==> config.mk <==
export PLATFORM = sky130hd
export DESIGN_NAME = pal_sync_gen
export DESIGN_NICKNAME = d
export VERILOG_FILES = /design/src/rtl/pal_sync_pkg.sv /design/src/rtl/pal_seq_ctrl.sv /design/src/rtl/pal_sync_shaper.sv /design/src/rtl/pal_sync_gen.sv
export SDC_FILE = /design/constraint.sdc
export NUM_CORES = 1
export LEC_CHECK = 0
export BUFFER_PORTS_ARGS = -buffer_cell sky130_fd_sc_hd__buf_4
export CELL_PAD_IN_SITES_DETAIL_PLACEMENT = 1
export CELL_PAD_IN_SITES_GLOBAL_PLACEMENT = 1
export CORE_ASPECT_RATIO = 1.2
export CORE_MARGIN = 2
export CORE_UTILIZATION = 35
export DETAILED_ROUTE_END_ITERATION = 8
export PLACE_DENSITY = 0.65
export SLEW_MARGIN = 20
export SYNTH_ARGS = -nofsm -noshare
export SYNTH_HDL_FRONTEND = slang
export SYNTH_HIERARCHICAL = 1
export SYNTH_SLANG_ARGS = --single-unit
export TNS_END_PERCENT = 30
==> constraint.sdc <==
create_clock -name clk -period 5.1 [get_ports clk]
set_input_delay 0.255 -clock clk [delete_from_list [all_inputs] [get_ports clk]]
set_output_delay 0.255 -clock clk [all_outputs]
set_load 0.005 [all_outputs]
==> src/rtl/pal_sync_pkg.sv <==
package pal_sync_pkg;

    localparam int SEQ_LEN = 16;
    localparam int SEQ_W   = $clog2(SEQ_LEN);

    typedef enum logic [2:0] {
        HL_SS,
        HL_SL,
        HL_LL,
        HL_LS,
        HL_SV
    } hl_kind_e;

    // Pulse shape of each vertical half-line slot; order is behaviour.
    function automatic hl_kind_e hl_kind_of(input logic [SEQ_W-1:0] slot);
        if (slot < SEQ_W'(5))        return HL_SS;
        else if (slot == SEQ_W'(5))  return HL_SL;
        else if (slot < SEQ_W'(10))  return HL_LL;
        else if (slot == SEQ_W'(10)) return HL_LS;
        else if (slot < SEQ_W'(15))  return HL_SS;
        else                         return HL_SV;
    endfunction

endpackage

==> src/rtl/pal_seq_ctrl.sv <==
module pal_seq_ctrl
    import pal_sync_pkg::*;
#(
    parameter int HALF_CYC  = 2560,
    parameter int NUM_LINES = 304,
    parameter int POS_W     = 13,
    parameter int LN_W      = 9
) (
    input  logic             clk,
    input  logic             rst,
    output logic             in_video,
    output hl_kind_e         kind,
    output logic [POS_W-1:0] pos,
    output logic [LN_W-1:0]  lcnt
);

    localparam logic [POS_W-1:0] HALF_END = POS_W'(HALF_CYC - 1);
    localparam logic [POS_W-1:0] LINE_END = POS_W'(2 * HALF_CYC - 1);
    localparam logic [SEQ_W-1:0] SLOT_END = SEQ_W'(SEQ_LEN - 1);
    localparam logic [LN_W-1:0]  LN_TOP   = LN_W'(NUM_LINES);

    typedef struct packed {
        logic             in_video;
        logic [SEQ_W-1:0] slot;
        logic [POS_W-1:0] pos;
        logic [LN_W-1:0]  lcnt;
    } seq_t;

    seq_t st_d, st_q;

    always_comb begin
        st_d = st_q;
        if (!st_q.in_video) begin
            if (st_q.pos == HALF_END) begin
                st_d.pos = '0;
                if (st_q.slot == SLOT_END) begin
                    st_d.in_video = 1'b1;
                    st_d.slot     = '0;
                    st_d.lcnt     = LN_TOP;
                end else begin
                    st_d.slot = st_q.slot + 1'b1;
                end
            end else begin
                st_d.pos = st_q.pos + 1'b1;
            end
        end else begin
            if (st_q.pos == LINE_END) begin
                st_d.pos = '0;
                if (st_q.lcnt == LN_W'(1)) begin
                    st_d.in_video = 1'b0;
                    st_d.slot     = '0;
                    st_d.lcnt     = LN_TOP;
                end else begin
                    st_d.lcnt = st_q.lcnt - 1'b1;
                end
            end else begin
                st_d.pos = st_q.pos + 1'b1;
            end
        end
    end

    always_ff @(posedge clk) begin
        if (rst) begin
            st_q.in_video <= 1'b0;
            st_q.slot     <= '0;
            st_q.pos      <= '0;
            st_q.lcnt     <= LN_TOP;
        end else begin
            st_q <= st_d;
        end
    end

    assign in_video = st_q.in_video;
    assign kind     = hl_kind_of(st_q.slot);
    assign pos      = st_q.pos;
    assign lcnt     = st_q.lcnt;

endmodule

==> src/rtl/pal_sync_shaper.sv <==
module pal_sync_shaper
    import pal_sync_pkg::*;
#(
    parameter int HALF_CYC   = 2560,
    parameter int SHORT_CYC  = 160,
    parameter int LSYNC_CYC  = 320,
    parameter int BACK_CYC   = 640,
    parameter int FRONT_CYC  = 120,
    parameter int ACTIVE_CYC = 4160,
    parameter int DISP_FIRST = 259,
    parameter int DISP_LAST  = 26,
    parameter int POS_W      = 13,
    parameter int LN_W       = 9,
    parameter int LI_W       = 8
) (
    input  logic             clk,
    input  logic             rst,
    input  logic             in_video,
    input  hl_kind_e         kind,
    input  logic [POS_W-1:0] pos,
    input  logic [LN_W-1:0]  lcnt,
    output logic             sync_n,
    output logic             video_active,
    output logic [LI_W-1:0]  line_idx,
    output logic             frame_start
);

    localparam int ACT_S     = LSYNC_CYC + BACK_CYC;
    localparam int ACT_E_RAW = ACT_S + ACTIVE_CYC;
    localparam int ACT_E_MAX = 2 * HALF_CYC - FRONT_CYC;
    localparam int ACT_E     = (ACT_E_RAW < ACT_E_MAX) ? ACT_E_RAW : ACT_E_MAX;

    localparam logic [POS_W-1:0] P_SHORT = POS_W'(SHORT_CYC);
    localparam logic [POS_W-1:0] P_LONG  = POS_W'(HALF_CYC - SHORT_CYC);
    localparam logic [POS_W-1:0] P_LSYNC = POS_W'(LSYNC_CYC);
    localparam logic [POS_W-1:0] P_ACT_S = POS_W'(ACT_S);
    localparam logic [POS_W-1:0] P_ACT_E = POS_W'(ACT_E);
    localparam logic [LN_W-1:0]  L_FIRST = LN_W'(DISP_FIRST);
    localparam logic [LN_W-1:0]  L_LAST  = LN_W'(DISP_LAST);

    typedef struct packed {
        logic            sync_n;
        logic            active;
        logic            frame_start;
        logic [LI_W-1:0] line_idx;
    } vout_t;

    vout_t vo_d, vo_q;
    logic            shown;
    logic [LN_W-1:0] row_off;

    always_comb begin
        shown   = in_video && (lcnt <= L_FIRST) && (lcnt >= L_LAST);
        row_off = L_FIRST - lcnt;
        vo_d    = '0;
        if (in_video) begin
            vo_d.sync_n = (pos >= P_LSYNC);
            vo_d.active = shown && (pos >= P_ACT_S) && (pos < P_ACT_E);
            if (shown) begin
                vo_d.line_idx = row_off[LI_W-1:0];
            end
        end else begin
            unique case (kind)
                HL_LL, HL_LS: vo_d.sync_n = (pos >= P_LONG);
                default:      vo_d.sync_n = (pos >= P_SHORT);
            endcase
            vo_d.frame_start = (kind == HL_SL) && (pos == '0);
        end
    end

    always_ff @(posedge clk) begin
        if (rst) begin
            vo_q        <= '0;
            vo_q.sync_n <= 1'b1;
        end else begin
            vo_q <= vo_d;
        end
    end

    assign sync_n       = vo_q.sync_n;
    assign video_active = vo_q.active;
    assign line_idx     = vo_q.line_idx;
    assign frame_start  = vo_q.frame_start;

endmodule

==> src/rtl/pal_sync_gen.sv <==
module pal_sync_gen
    import pal_sync_pkg::*;
#(
    parameter int HALF_CYC   = 2560,
    parameter int SHORT_CYC  = 160,
    parameter int LSYNC_CYC  = 320,
    parameter int BACK_CYC   = 640,
    parameter int FRONT_CYC  = 120,
    parameter int ACTIVE_CYC = 4160,
    parameter int NUM_LINES  = 304,
    parameter int DISP_FIRST = 259,
    parameter int DISP_LAST  = 26,
    localparam int LI_W      = $clog2(DISP_FIRST - DISP_LAST + 1)
) (
    input  logic            clk,
    input  logic            rst,
    output logic            sync_n,
    output logic            video_active,
    output logic [LI_W-1:0] line_idx,
    output logic            frame_start
);

    localparam int POS_W = $clog2(2 * HALF_CYC);
    localparam int LN_W  = $clog2(NUM_LINES + 1);

    logic             in_video;
    hl_kind_e         kind;
    logic [POS_W-1:0] pos;
    logic [LN_W-1:0]  lcnt;

    pal_seq_ctrl #(
        .HALF_CYC (HALF_CYC),
        .NUM_LINES(NUM_LINES),
        .POS_W    (POS_W),
        .LN_W     (LN_W)
    ) u_seq (
        .clk     (clk),
        .rst     (rst),
        .in_video(in_video),
        .kind    (kind),
        .pos     (pos),
        .lcnt    (lcnt)
    );

    pal_sync_shaper #(
        .HALF_CYC  (HALF_CYC),
        .SHORT_CYC (SHORT_CYC),
        .LSYNC_CYC (LSYNC_CYC),
        .BACK_CYC  (BACK_CYC),
        .FRONT_CYC (FRONT_CYC),
        .ACTIVE_CYC(ACTIVE_CYC),
        .DISP_FIRST(DISP_FIRST),
        .DISP_LAST (DISP_LAST),
        .POS_W     (POS_W),
        .LN_W      (LN_W),
        .LI_W      (LI_W)
    ) u_shape (
        .clk         (clk),
        .rst         (rst),
        .in_video    (in_video),
        .kind        (kind),
        .pos         (pos),
        .lcnt        (lcnt),
        .sync_n      (sync_n),
        .video_active(video_active),
        .line_idx    (line_idx),
        .frame_start (frame_start)
    );

endmodule

==> impl_metrics.tcl <==
set metrics [dict create \
    die_x_microns 76.4 \
    cts_resized 0 \
    grt-ovfl-total 0 \
    synth_top_cell_area_share_pct 34.6 \
    cp_data_required_time_ps 5290 \
    cts_buffer_depth 2 \
    worstSkewPairLatency_ps 290 \
    finalCriticalPeriod_ps 2270 \
    grt.total_usage_pct 15.5 \
    drt-total-wl_mm 5.06 \
    diodes 0 \
    period_share_pct 44.5 \
    worstSetupEndpointType "flip-flop" \
    ios 13 \
    worst_pin_slew_ps 657 \
    cts_max_level 2 \
    port_buffers 12 \
    post_cts_buffers 0 \
    synth_cell_type_count 49 \
    reg2reg_setup_slack_ps 2830 \
    cts.sinks 38 \
    synthTopCellsByArea "dfxtp_1 35%, buf_4 7.8%, nor2_1 4.8%" \
    utilization_pct 38.2 \
    rsz0062_at_grt "no" \
    final_cell_mix "38 x dfxtp_1, 28 x nor2_1, 15 x inv_1" \
    syn_area_per_cell_sq_um 8.63 \
    finalNonFillerCells 329 \
    postCtsHoldBufs 0 \
    power_density_nw_per_um2 242 \
    synth_edf_count 0 \
    yosysTopAreaCell "dfxtp_1" \
    start_util_pct 36.4 \
    layout.nets 256 \
    cts_tree "built" \
    die_h_microns 90.9 \
    vias 1793 \
    dr.pass1.iters 4 \
    finalWeightedCongestion 0.750 \
    core-area_sq_um 6050 \
    final_common_cell "dfxtp_1" \
    synth_nets 265 \
    synth_area_sq_um 2200 \
    numCtsBuffers 5 \
    drc_errors 0 \
    clockRootBuffer "clkbuf_8" \
    finalClockSkew_ps 2.00 \
    slew_violations 0 \
    path_max_fanout 9 \
    fmax_mhz 440 \
    ys.flop_type "dfxtp_1" \
    antenna_left 0 \
    drt_iter0_drc 77 \
    ys_seq_area_share_pct 34.6 \
    ys_ff_latch 38 \
    finalSetupViolations 0 \
    cap_violations 0 \
    rows 31 \
    hp-class "in2reg" \
    area_growth_pct 4.95 \
    synthArstFlopShare_pct 0 \
    wl_per_cell_microns 15.4 \
    ys_warn_count 6 \
    dpl_worst_slack_ps 2850 \
    hold_slack_ps 294 \
    p_leak_nw 0.795 \
    synthCells 255 \
    hpwl_mm 3.64 \
    tns_ps 0 \
    dieArea_sq_um 6940 \
    start_kind "flip-flop" \
    drt-vias-per-instance 5.45 \
    outcome "finished, final reports clean" \
    hold_viol 0 \
    grt_pass1_wl_mm 8.72 \
    antenna_found_initial 0 \
    layout_setup_ws_ps 2830 \
    final_layout_size_suffix_gt1_share_pct 13.4 \
    slew_headroom_pct 56.0 \
    ir_drop_v 0.000128 \
    crit_arrival_ps 2460 \
    grt_pass1_vias 1827 \
    worstSetupPathType "reg2reg" \
    grt_max_degree 22 \
    clk_pin_slew_ps 70 \
    place_inst 321 \
]
[synthesized netlist by cell type (4+ instances only)]
cell / number
ha_1: 8
nor2_1: 28
a211oi_1: 4
nand4_1: 6
nand2_1: 8
nand3_1: 10
dfxtp_1: 38
o211ai_1: 8
nor2b_1: 6
xor2_1: 11
inv_1: 15
o21ai_0: 9
nor4_1: 5
buf_4: 23
a21oi_1: 9
or3_1: 5
nor3_1: 9
a32o_1: 4
[through the flow]
stage	total power, mW	cell area (sq um)
4_1_cts	0.569	2310
5_1_grt	0.583	2310
3_5_place_dp	0.323	2200
6_report	0.559	2310
2_1_floorplan	0.321	2200
3_3_place_gp	0.323	2200
[sequential cells by signal (all words and copies together), names as in the netlist]
| signal | cells |
|---|---|
| u_seq/pos | 13 |
| u_seq/lcnt | 9 |
| u_shape/line_idx | 8 |
| u_seq/st_q | 4 |
| u_seq/in_video | 1 |
| u_shape/frame_start | 1 |
| u_shape/sync_n | 1 |
| u_shape/video_active | 1 |
[worst max-delay path: stages, from the launching register on]
cell	delay [ps]
dfxtp_1	500
ha_1	190
or4b_2	680
o21ai_2	360
a21oi_1	190
a22o_1	260
[cell type report]
cell class / instances / area [sq um]
flip-flops and latches: 38 / 761
clock buffers: 8 / 110
fillers: 760 / 3740
repair buffers: 12 / 90.1
well taps: 82 / 103
inverters: 15 / 56.3
multi-input cells: 174 / 1190
[per-layer routing]
layer	part of all wire [%]	GRT usage, %	wire [microns]	up-vias
li1	-	-	-	901
met1	45	18.0	2260	866
met2	52	27.9	2610	19
met3	2.6	3.60	129	7
met4	1.2	4.55	61	0
met5	0	0	0	-
[path summary, 6_finish.rpt]
kind	from	endpoint	cells after the start
max	u_seq/lcnt[0]	u_seq/st_q[22]	5
min	rst	u_seq/lcnt[1]	2
max reg2reg	u_seq/lcnt[0]	u_seq/st_q[22]	5
min reg2reg	u_seq/pos[0]	u_seq/pos[0]	1
[report_power, final]
part / switching, mW / internal, mW
clock: 0.106 / 0.137
sequential: 0.00266 / 0.299
combinational: 0.00902 / 0.00516
total: 0.118 / 0.441
[cells by family (layout without fill, tap and decap cells)]
family	after synthesis	in the layout	synth area share (%)
and+or+nand+nor	98	98	25.6
AOI/OAI and AO/OA	55	55	18.8
buffers and inverters	43	35	11.4
DFF	38	38	34.6
xor gates and xnor gates	13	13	5.17
adders and majority gates	8	8	4.55
No activity file was read; power rests on OpenSTA's default activity.
